### config.mk
export PLATFORM = sky130hd
export DESIGN_NAME = frame_rx_deser
export DESIGN_NICKNAME = d
export VERILOG_FILES = /design/src/rtl/frx_pkg.sv /design/src/rtl/frx_sync_det.sv /design/src/rtl/frx_shift_fsm.sv /design/src/rtl/frx_out_reg.sv /design/src/rtl/frame_rx_deser.sv
export SDC_FILE = /design/constraint.sdc
export NUM_CORES = 1
export LEC_CHECK = 0
export ABC_CLOCK_PERIOD_IN_PS = 4700
export CAP_MARGIN = 20
export CORE_ASPECT_RATIO = 2
export CORE_MARGIN = 1.5
export CORE_UTILIZATION = 50
export CTS_CLUSTER_DIAMETER = 200
export DETAILED_ROUTE_END_ITERATION = 7
export HOLD_SLACK_MARGIN = 0.03
export PLACE_DENSITY = 0.8
export SLEW_MARGIN = 20
export SYNTH_ARGS = -nofsm -noshare
export SYNTH_HDL_FRONTEND = slang
export SYNTH_HIERARCHICAL = 1
export SYNTH_SLANG_ARGS = --single-unit
### constraint.sdc
create_clock -name clk -period 4.7 [get_ports clk]
set_clock_uncertainty 0.05 [all_clocks]
set_input_delay 0.47 -clock clk [delete_from_list [all_inputs] [get_ports clk]]
set_output_delay 0.47 -clock clk [all_outputs]
set_load 0.01 [all_outputs]
### src/rtl/frx_pkg.sv
package frx_pkg;
    typedef enum logic [0:0] {
        ST_IDLE  = 1'b0,
        ST_SHIFT = 1'b1
    } rx_state_e;
endpackage

### src/rtl/frx_sync_det.sv
module frx_sync_det (
    input  logic clk,
    input  logic rst_n,
    input  logic fs_pin,
    input  logic fs_int,
    input  logic src_sel,
    input  logic pol,
    output logic edge_o,
    output logic evt_o
);
    logic active;
    logic prev_q;

    // Map the selected line to an active-high level.
    assign active = (src_sel ? fs_int : fs_pin) ^ pol;
    assign edge_o = active & ~prev_q;

    // prev_q resets to 1, so a level already active at reset release is not an edge.
    always_ff @(posedge clk or negedge rst_n) begin
        if (!rst_n) begin
            prev_q <= 1'b1;
            evt_o  <= 1'b0;
        end else begin
            prev_q <= active;
            evt_o  <= edge_o;
        end
    end

    // An edge needs an inactive cycle first, so two events can never be adjacent.
    p_evt_isolated_r4: assert property (@(posedge clk) disable iff (!rst_n)
        evt_o |=> !evt_o);
    p_no_edge_held_r3: assert property (@(posedge clk) disable iff (!rst_n)
        edge_o |=> !edge_o);
endmodule

### src/rtl/frx_shift_fsm.sv
module frx_shift_fsm
    import frx_pkg::*;
#(
    parameter int WORD_W = 8,
    parameter int LEN_W  = 7
) (
    input  logic              clk,
    input  logic              rst_n,
    input  logic              rx_en,
    input  logic              sd_in,
    input  logic [LEN_W-1:0]  frame_len,
    input  logic              sync_edge,
    output logic              push,
    output logic [WORD_W-1:0] push_data,
    output logic              fs_err
);
    localparam int BIT_W = (WORD_W > 2) ? $clog2(WORD_W) : 1;
    localparam logic [BIT_W-1:0] LAST_BIT = BIT_W'(WORD_W - 1);

    rx_state_e         state_q, state_nx;
    logic [BIT_W-1:0]  bit_cnt;
    logic [LEN_W-1:0]  word_cnt;
    logic [WORD_W-2:0] shreg;
    logic              last_bit, last_word;

    assign last_bit  = (bit_cnt == LAST_BIT);
    assign last_word = (word_cnt == frame_len);

    // State register.
    always_ff @(posedge clk or negedge rst_n) begin
        if (!rst_n) state_q <= ST_IDLE;
        else        state_q <= state_nx;
    end

    // Next state: start, frame done, abort.
    always_comb begin
        state_nx = state_q;
        unique case (state_q)
            ST_IDLE:  if (rx_en && sync_edge) state_nx = ST_SHIFT;
            ST_SHIFT: if (!rx_en || (last_bit && last_word)) state_nx = ST_IDLE;
            default:  state_nx = ST_IDLE;
        endcase
    end

    // Outputs: a word is complete when its last bit is being sampled.
    always_comb begin
        push      = (state_q == ST_SHIFT) && rx_en && last_bit;
        push_data = {shreg, sd_in};
    end

    // Data path registers.
    always_ff @(posedge clk or negedge rst_n) begin
        if (!rst_n) begin
            bit_cnt  <= '0;
            word_cnt <= '0;
            shreg    <= '0;
            fs_err   <= 1'b0;
        end else if (!rx_en) begin
            bit_cnt  <= '0;
            word_cnt <= '0;
            fs_err   <= 1'b0;
        end else begin
            unique case (state_q)
                ST_IDLE: begin
                    bit_cnt  <= '0;
                    word_cnt <= '0;
                end
                ST_SHIFT: begin
                    shreg <= push_data[WORD_W-2:0];
                    if (sync_edge) fs_err <= 1'b1;
                    if (last_bit) begin
                        bit_cnt  <= '0;
                        word_cnt <= word_cnt + 1'b1;
                    end else begin
                        bit_cnt <= bit_cnt + 1'b1;
                    end
                end
                default: ;
            endcase
        end
    end

    p_idle_off_r9: assert property (@(posedge clk) disable iff (!rst_n)
        !rx_en |=> (state_q == ST_IDLE));
    p_fserr_sticky_r8: assert property (@(posedge clk) disable iff (!rst_n)
        (fs_err && rx_en) |=> fs_err);
    p_bitcnt_range_r5: assert property (@(posedge clk) disable iff (!rst_n)
        bit_cnt <= LAST_BIT);
    p_start_clean_r5: assert property (@(posedge clk) disable iff (!rst_n)
        (state_q == ST_IDLE && state_nx == ST_SHIFT) |=> (bit_cnt == '0 && word_cnt == '0));
endmodule

### src/rtl/frx_out_reg.sv
module frx_out_reg #(
    parameter int WORD_W = 8
) (
    input  logic              clk,
    input  logic              rst_n,
    input  logic              rx_en,
    input  logic              push,
    input  logic [WORD_W-1:0] push_data,
    input  logic              ready,
    output logic              valid,
    output logic [WORD_W-1:0] data,
    output logic              overrun
);
    always_ff @(posedge clk or negedge rst_n) begin
        if (!rst_n) begin
            valid   <= 1'b0;
            data    <= '0;
            overrun <= 1'b0;
        end else if (!rx_en) begin
            valid   <= 1'b0;
            overrun <= 1'b0;
        end else if (push) begin
            if (!valid || ready) begin
                data  <= push_data;
                valid <= 1'b1;
            end else begin
                overrun <= 1'b1;
            end
        end else if (valid && ready) begin
            valid <= 1'b0;
        end
    end

    p_hold_r6: assert property (@(posedge clk) disable iff (!rst_n)
        (valid && !ready && rx_en) |=> (valid && $stable(data)));
    p_overrun_sticky_r7: assert property (@(posedge clk) disable iff (!rst_n)
        (overrun && rx_en) |=> overrun);
endmodule

### src/rtl/frame_rx_deser.sv
module frame_rx_deser #(
    parameter int WORD_W = 8,
    parameter int LEN_W  = 7
) (
    input  logic              clk,
    input  logic              rst_n,
    input  logic              rx_en,
    input  logic              sd_in,
    input  logic              fs_pin,
    input  logic              fs_int,
    input  logic              fs_src_sel,
    input  logic              fs_pol,
    input  logic [LEN_W-1:0]  frame_len,
    input  logic              word_ready,
    output logic              word_valid,
    output logic [WORD_W-1:0] word_data,
    output logic              sync_evt,
    output logic              overrun,
    output logic              fs_err
);
    logic              sync_edge;
    logic              push;
    logic [WORD_W-1:0] push_data;

    frx_sync_det u_sync (
        .clk     (clk),
        .rst_n   (rst_n),
        .fs_pin  (fs_pin),
        .fs_int  (fs_int),
        .src_sel (fs_src_sel),
        .pol     (fs_pol),
        .edge_o  (sync_edge),
        .evt_o   (sync_evt)
    );

    frx_shift_fsm #(.WORD_W(WORD_W), .LEN_W(LEN_W)) u_fsm (
        .clk       (clk),
        .rst_n     (rst_n),
        .rx_en     (rx_en),
        .sd_in     (sd_in),
        .frame_len (frame_len),
        .sync_edge (sync_edge),
        .push      (push),
        .push_data (push_data),
        .fs_err    (fs_err)
    );

    frx_out_reg #(.WORD_W(WORD_W)) u_out (
        .clk       (clk),
        .rst_n     (rst_n),
        .rx_en     (rx_en),
        .push      (push),
        .push_data (push_data),
        .ready     (word_ready),
        .valid     (word_valid),
        .data      (word_data),
        .overrun   (overrun)
    );

    p_no_word_off_r9: assert property (@(posedge clk) disable iff (!rst_n)
        !rx_en |=> !word_valid);
endmodule

# Word level (Yosys, flattened, before mapping)
# Index checks and enable logic that the tools add are counted.
# op_classes
add_sub_neg	2
n_eq_ne	9
n_mux	20
bitwise_logic	4
reduce_logical	14
# op_table
cell	count
7-bit two-way mux	2
7-bit case mux with 2 select lines	1
1-bit two-way mux	13
2-bit AND reduction	4
7-bit by 1-bit adder with 7-bit output, second input constant	1
7-bit equality test	1
3-bit two-way mux	2
2-bit by 1-bit inequality test with 1-bit output, second input constant	3
3-bit case mux with 2 select lines	1
1-bit logical AND	5
3-bit by 1-bit adder with 3-bit output, second input constant	1
3-bit equality test, second input constant	1
3-bit by 1-bit inequality test with 1-bit output, second input constant	1
3-bit by 2-bit inequality test with 1-bit output, second input constant	1
3-bit inequality test, second input constant	1
3-bit AND reduction	1
1-bit zero test	2
1-bit logical OR	2
2-bit inequality test, second input constant	1
1-bit inverter	2
1-bit case mux with 2 select lines	1
1-bit AND	1
1-bit bitwise XOR	1
# totals
reg_bits	31
inputBits	16
output_inout_bits	12
word_cells	59

# Depth between registers and ports, before layout
# Gate-level depths: netlist (run 1).
# depth
word_depth	6
depth_mapped	7

# By module
# The synthesis (run 1) kept the hierarchy.
# modules_own_cells
mod	instances	cells_per_inst	area_each_um2	seq_area_each_um2
frx_shift_fsm	1	72	867.1	475.5
frx_out_reg	1	24	429.2	250.2
frx_sync_det	1	7	98.8	51.3

# Worst setup path before layout (run 1)
# OpenSTA, ideal clock, no wires.
# synth_path
path_kind	reg2reg
startpoint	register u_fsm.bit_cnt[0]
endpoint	register u_out.data[0]
setup_time_ns	0.125
t_arrival_ns	1.523
required_time_ns	4.525
setup_slack_ns	3.002
stages_incl_launch_ff	8
n_path_buf	1
period_less_slack_ns	1.698
path_cell_list	dfrtp_1 ha_1 ha_1 buf_6 and3_2 nand2_2 nor2_8 mux2_4
# synth_via
elab_chain_cells	3
# synth_rtl
element	line	source
start, declared	frx_shift_fsm.sv:21	logic [BIT_W-1:0] bit_cnt;
start signal, assigned	frx_shift_fsm.sv:75	bit_cnt <= bit_cnt + 1'b1;
3-bit equality test	frx_shift_fsm.sv:26	assign last_bit = (bit_cnt == LAST_BIT);
1-bit logical AND	frx_shift_fsm.sv:47	push = (state_q == ST_SHIFT) && rx_en && last_bit;
via push	frame_rx_deser.sv:22	logic push;
3-bit AND reduction (no line)	n/a	
end signal, assigned	frx_out_reg.sv:24	data <= push_data;
end, declared	frx_out_reg.sv:11	output logic [WORD_W-1:0] data,
# The timed path passes the listed nets, and every way through them passes these cells.
# A chain may end at the register's enable or synchronous reset.

# Worst setup path in the final report (run 1)
# layout_path
startpoint	register u_fsm.bit_cnt[0]
endpoint	register u_out.data[5]
# Same word-level chain as after synthesis.

==> metrics.csv, run 1 <==
metric;value;unit
post-cts resize count;0;
Startpoint Class;flop;
total of max-cap violations;0;
Metal-1 WL;906;um
Area Growth Syn to Fin;27.98;%
dpl ws;2.559;ns
Hold Crit Endpoint;u_fsm/bit_cnt[0]$_DFF_PN0_;
Slew Limit Fails;0;
CTS tree;yes;
fraction of layout cells with a size suffix above 1;0.2279;
core box area;0.002703;mm^2
Antenna Nets Post-Route;0;
initial antenna violation count;0;
die width;40.35;um
clock-pin slew on the worst setup and hold paths;0.07;ns
Post-synth EDFFs;0;
GR Overflow Total;0;
Tmin final;1.943;ns
worst-case clock buffer depth;2;
Seq/Total Area, Yosys;0.5570;
routed length on met3;119;um
sw frac;0.2256;
status;completed;
post-detail-place hpwl;1.702;mm
period utilization;0.4135;
Vias;882;
Max Used Layer;met4;
part of the power in combinational logic;0.106;
Overall Power;612.3;uW
final critical-path setup slack;2.757;ns
async set-or-reset flop fraction in the synthesized netlist;1.000;
Leak;0.0008072;uW
initial core utilization;0.5162;
Clk network pwr share;0.371;
CP arrival;2.06;ns
final core utilization;0.6606;
Pwr per Cell Area;343.0;mW/mm^2
Fill cells;211;
drt total wl;2.402;mm
ant diodes;0;
CP Capture Type;flop;
1st-iter DRT viols;13;
Total Nets Final;154;
Max Fclk;514.6;MHz
Clk Latency, worst-skew pair;0.28;ns
most frequent cells in the layout;dfrtp_1 (30), clkdlybuf4s50_1 (27), xor2_1 (10), mux2_4 (9);
gpl congestion;0.6807;
DRC;0;
Pint;474.2;uW
reg-to-reg endpoint;u_out/data[5]$_DFFE_PN0P_;
clock sink total;31;
I/O pin count;28;
RSZ-0062 raised after global routing;false;
Hold Path Cell Cnt;1;
H-tree Lvls;2;
Die Span Y;77.70;um
Setup Fix Bufs, Post-CTS;0;
post-synthesis instance total;103;
Seq pwr share;0.523;
CP required;4.81;ns
Least-Margin Pin Slew;0.3761;ns
maximum net fanout on the critical path;9;
Syn. warnings;6;
setup TNS;0;ns
Synth Cell Area;0.001395;mm^2
Synthesized Nets;122;
HP Class;flop to flop;
max_slew headroom;0.7492;
root buffer cell;clkbuf_8;
wire length on met2;1.300;mm
RR Startpoint;u_fsm/bit_cnt[0]$_DFF_PN0_;
final setup vio count;0;
most common cell after layout, fill and taps aside;dfrtp_1;
Worst R2R Path Depth;6;
Avg Vias per Cell;5.345;
crit path kind;flop to flop;
GR Util All Layers;0.1989;
largest net degree at the start of global routing;32;
dominant synthesized flop cell;dfrtp_1;
cts bufs inserted;5;
Max VDD drop;265.0;uV
first-pass GRT wire length;4.195;mm
switching power;138.2;uW
number of distinct library cells after synthesis;28;
Avg Cell Area, Syn;13.54;um^2
die area;0.003135;mm^2
PortBufs;27;
drt pass-1 iters;3;
r2r setup slk;2.76;ns
vias in the first global route;941;
Final Hold Fails;0;
FF+latch count, synth;31;
min-delay src;u_fsm/bit_cnt[0]$_DFF_PN0_;
FP Rows;27;
hold_buf cts;0;
DR WL/cell;14.56;um
per-layer routing:
metal / up-vias / GRT usage
met4: 0 / 0.1200
met3: 6 / 0.05143
li1: 417 / -
met5: - / 0
met1: 438 / 0.2253
met2: 21 / 0.3111
stage by stage:
stage	cell area [um^2]	hold slack (ns)	instances
finish	1785	0.3980	165
global route	1785	0.4142	165
detailed placement	1685	0.3868	157
floorplan	1395	0.1244	103
CTS	1785	0.3960	165
global placement	1685	0.3777	157
final cells by class:
type / count / area [um^2] / share of cell area
sequential: 31 / 777.0 / 0.4352
multi-input combinational: 69 / 594.3 / 0.3329
timing repair buffer: 28 / 277.8 / 0.1556
clock buffer: 8 / 100.1 / 0.05606
tap: 29 / 36.28 / 0.02032
synthesized netlist by cell type, types with 2 or more instances:
cell type  number  area share
nor4_1          2      0.0090
nor2_1          6       0.016
xnor2_1         2       0.013
ha_1            3       0.027
nand2_2         2      0.0090
or3_1           2      0.0090
nor2b_1         3       0.013
a21oi_1         5       0.018
nand4_1         2      0.0090
dfrtp_1        30        0.54
nand2_1         4       0.011
mux2_4          9       0.097
mux2_2          7       0.057
xor2_1         10       0.063
o21ai_0         3       0.011
power groups by stage:
| stage | logic (uW) | clock network [uW] | registers, uW |
|---|---|---|---|
| after floorplan | 38.5 | 0 | 319 |
| after global routing | 71.5 | 242 | 327 |
| after CTS | 66.3 | 233 | 321 |
| after detailed placement | 66.1 | 0 | 326 |
| after global placement | 64.3 | 0 | 324 |
| final | 65.0 | 227 | 320 |
cells by family after synthesis:
group,Yosys count,share of synthesized area
simple gates,27,0.1193
flops,31,0.5570
xor+xnor,12,0.07534
fa+ha+maj,3,0.02691
mux,18,0.1704
compound gates,9,0.03408
buf+inv,3,0.01704
sequential cells by signal, indices dropped and copies added, names as in the netlist:
name and cells:
u_out/valid 1, u_sync/evt_o 1, u_fsm/word_cnt 7, u_out/data 8
u_fsm/state_q 1, u_fsm/bit_cnt 3, u_fsm/shreg 7, u_sync/prev_q 1
u_fsm/fs_err 1, u_out/overrun 1
worst max-delay path by stage:
stage | start | slack, ns | depth (start not counted) | endpoint
after CTS | u_fsm/bit_cnt[0]$_DFF_PN0_ | 2.76 | 6 | u_out/data[5]$_DFFE_PN0P_
after global routing | u_fsm/bit_cnt[0]$_DFF_PN0_ | 2.67 | 6 | u_out/data[5]$_DFFE_PN0P_
after global placement | rx_en | 2.61 | 5 | u_out/data[7]$_DFFE_PN0P_
final | u_fsm/bit_cnt[0]$_DFF_PN0_ | 2.76 | 6 | u_out/data[5]$_DFFE_PN0P_
after detailed placement | rx_en | 2.56 | 5 | u_out/data[5]$_DFFE_PN0P_
after floorplan | u_fsm/bit_cnt[0]$_DFF_PN0_ | 3.00 | 7 | u_out/data[0]$_DFFE_PN0P_
worst max-delay path, cell delays in order (launching register included):
cell,delay (ns)
dfrtp_1,0.36
ha_1,0.15
ha_1,0.35
and3_2,0.29
nand2_2,0.09
nor2_8,0.21
mux2_4,0.33
Note: power is estimated with default switching activity, not from simulation.
==> run 2: changes to the inputs <==
--- a/config.mk
+++ b/config.mk
@@ -5,7 +5,7 @@
 export SDC_FILE = /design/constraint.sdc
 export NUM_CORES = 1
 export LEC_CHECK = 0
-export ABC_CLOCK_PERIOD_IN_PS = 4700
+export ABC_CLOCK_PERIOD_IN_PS = 1900
 export CAP_MARGIN = 20
 export CORE_ASPECT_RATIO = 2
 export CORE_MARGIN = 1.5
==> constraint.sdc (replaced) <==
create_clock -name clk -period 1.9 [get_ports clk]
set_clock_uncertainty 0.05 [all_clocks]
set_input_delay 0.19 -clock clk [delete_from_list [all_inputs] [get_ports clk]]
set_output_delay 0.19 -clock clk [all_outputs]
set_load 0.01 [all_outputs]
==> metrics.csv, run 2 (synthesis results as in run 1) <==
metric;value;unit
Max VDD drop;495.4;uV
RSZ-0062 raised after global routing;false;
ant diodes;0;
Least-Margin Pin Slew;0.3938;ns
final setup vio count;0;
CTS tree;yes;
r2r setup slk;0.19;ns
Max stage delay on crit path;0.37;ns
RR Startpoint;u_fsm/bit_cnt[0]$_DFF_PN0_;
clock sink total;31;
core box area;0.002703;mm^2
CP required;2.00;ns
total of max-cap violations;0;
max_slew headroom;0.7375;
root buffer cell;clkbuf_8;
Clk Latency, worst-skew pair;0.27;ns
final core utilization;0.6662;
crit path max-delay cell type;dfrtp_1;
die area;0.003135;mm^2
DR WL/cell;15.78;um
crit path kind;flop to flop;
period utilization;0.8994;
post-cts resize count;0;
Final Hold Fails;0;
final non-filler cell total;167;
PortBufs;27;
most frequent cells in the layout;dfrtp_1 (30), clkdlybuf4s50_1 (27), xor2_1 (10), mux2_4 (9);
worst-case clock buffer depth;2;
reg-to-reg endpoint;u_out/data[6]$_DFFE_PN0P_;
dpl ws;0.1968;ns
DRC;0;
GR Util All Layers;0.1986;
status;completed;
Leak;0.0008175;uW
Startpoint Class;flop;
most common cell after layout, fill and taps aside;dfrtp_1;
post-detail-place hpwl;1.915;mm
CP Cell Sequence;ha_1 > ha_1 > and3_2 > nand2_2 > nor2_8 > mux2_4;
HP Class;input port to async pin;
Cell Count Post-Placement;159;
Max Fclk;585.2;MHz
CP Capture Type;flop;
cts bufs inserted;5;
GR Overflow Total;0;
gpl congestion;0.7286;
Regs by FF count;u_out/data: 8 flops, u_fsm/shreg: 7 flops, u_fsm/word_cnt: 7 flops;
Avg Vias per Cell;5.305;
drt total wl;2.636;mm
clock-pin slew on the worst setup and hold paths;0.06;ns
initial core utilization;0.5162;
Biggest register;u_out/data;
FP Rows;27;
Total Nets Final;156;
drt pass-1 iters;4;
Pwr per Cell Area;840.1;mW/mm^2
final critical-path setup slack;0.1912;ns
vias in the first global route;958;
setup TNS;0;ns
Area Growth Syn to Fin;29.06;%
Setup Fix Bufs, Post-CTS;0;
Tmin final;1.709;ns
1st-iter DRT viols;25;
H-tree Lvls;2;
Top cell by count, worst path;ha_1;
maximum net fanout on the critical path;8;
initial antenna violation count;0;
hold_buf cts;0;
largest net degree at the start of global routing;32;
Vias;886;
fraction of layout cells with a size suffix above 1;0.2391;
first-pass GRT wire length;4.250;mm
Slew Limit Fails;0;
CP arrival;1.81;ns
Antenna Nets Post-Route;0;
Die Span Y;77.70;um
Worst R2R Path Depth;6;
max FFs per register;8;
I/O pin count;28;
die width;40.35;um
## run 2: changes by cell type in the layout (fill, tap and decap cells not counted), sizes merged
cell and change:
buf +2
## run 2: worst max-delay path: cells and delay by family, from the launching register on
family	cells	cell delay [ns]
mux	1	0.33
flops	1	0.37
fa+ha+maj	2	0.32
simple gates	3	0.51
## run 2: stage by stage
step / total power [uW] / hold slack (ns) / instance area (um^2)
after floorplan: 883.3 / -0.1556 / 1395
after global placement: 960.3 / 0.3782 / 1700
after detailed placement: 977.3 / 0.4295 / 1700
after CTS: 1535 / 0.2642 / 1800
after global routing: 1587 / 0.3045 / 1800
final: 1513 / 0.2652 / 1800
## run 2: routing by layer
| layer | part of all wire | vias up | GRT usage | routed length, um |
|---|---|---|---|---|
| met2 | 0.59 | 18 | 0.3302 | 1559 |
| met4 | 0.0083 | 0 | 0.09000 | 22 |
| met1 | 0.37 | 444 | 0.2240 | 966 |
| met5 | 0 | - | 0 | 0 |
| li1 | - | 422 | - | - |
| met3 | 0.033 | 2 | 0.04286 | 88 |
## run 2: how the worst max path moves through the flow
stage / depth (start not counted) / slack, ns / to / start
2_1_floorplan: 7 / 0.20 / u_out/data[0]$_DFFE_PN0P_ / u_fsm/bit_cnt[0]$_DFF_PN0_
3_3_place_gp: 5 / 0.21 / u_fsm/state_q$_DFF_PN0_ / fs_src_sel
3_5_place_dp: 6 / 0.20 / u_out/data[5]$_DFFE_PN0P_ / u_fsm/bit_cnt[0]$_DFF_PN0_
4_1_cts: 6 / 0.17 / u_out/data[6]$_DFFE_PN0P_ / u_fsm/bit_cnt[0]$_DFF_PN0_
5_1_grt: 6 / 0.11 / u_fsm/word_cnt[5]$_DFFE_PN0P_ / u_fsm/bit_cnt[0]$_DFF_PN0_
6_report: 6 / 0.19 / u_out/data[6]$_DFFE_PN0P_ / u_fsm/bit_cnt[0]$_DFF_PN0_
## run 2: power by group
| group | leakage (uW) | total [uW] | internal, uW | switching (uW) |
|---|---|---|---|---|
| Sequential | 0.000417 | 793 | 739 | 54.4 |
| Clock | 0.0000515 | 552 | 330 | 222 |
| Combinational | 0.000348 | 168 | 106 | 61.8 |
## run 2: layout make-up
| class | count | area, um^2 |
|---|---|---|
| clock buffers | 8 | 100.1 |
| fillers | 207 | 902.1 |
| multi-input cells | 69 | 594.3 |
| flip-flops and latches | 31 | 777.0 |
| well taps | 29 | 36.28 |
| repair buffers | 30 | 292.8 |
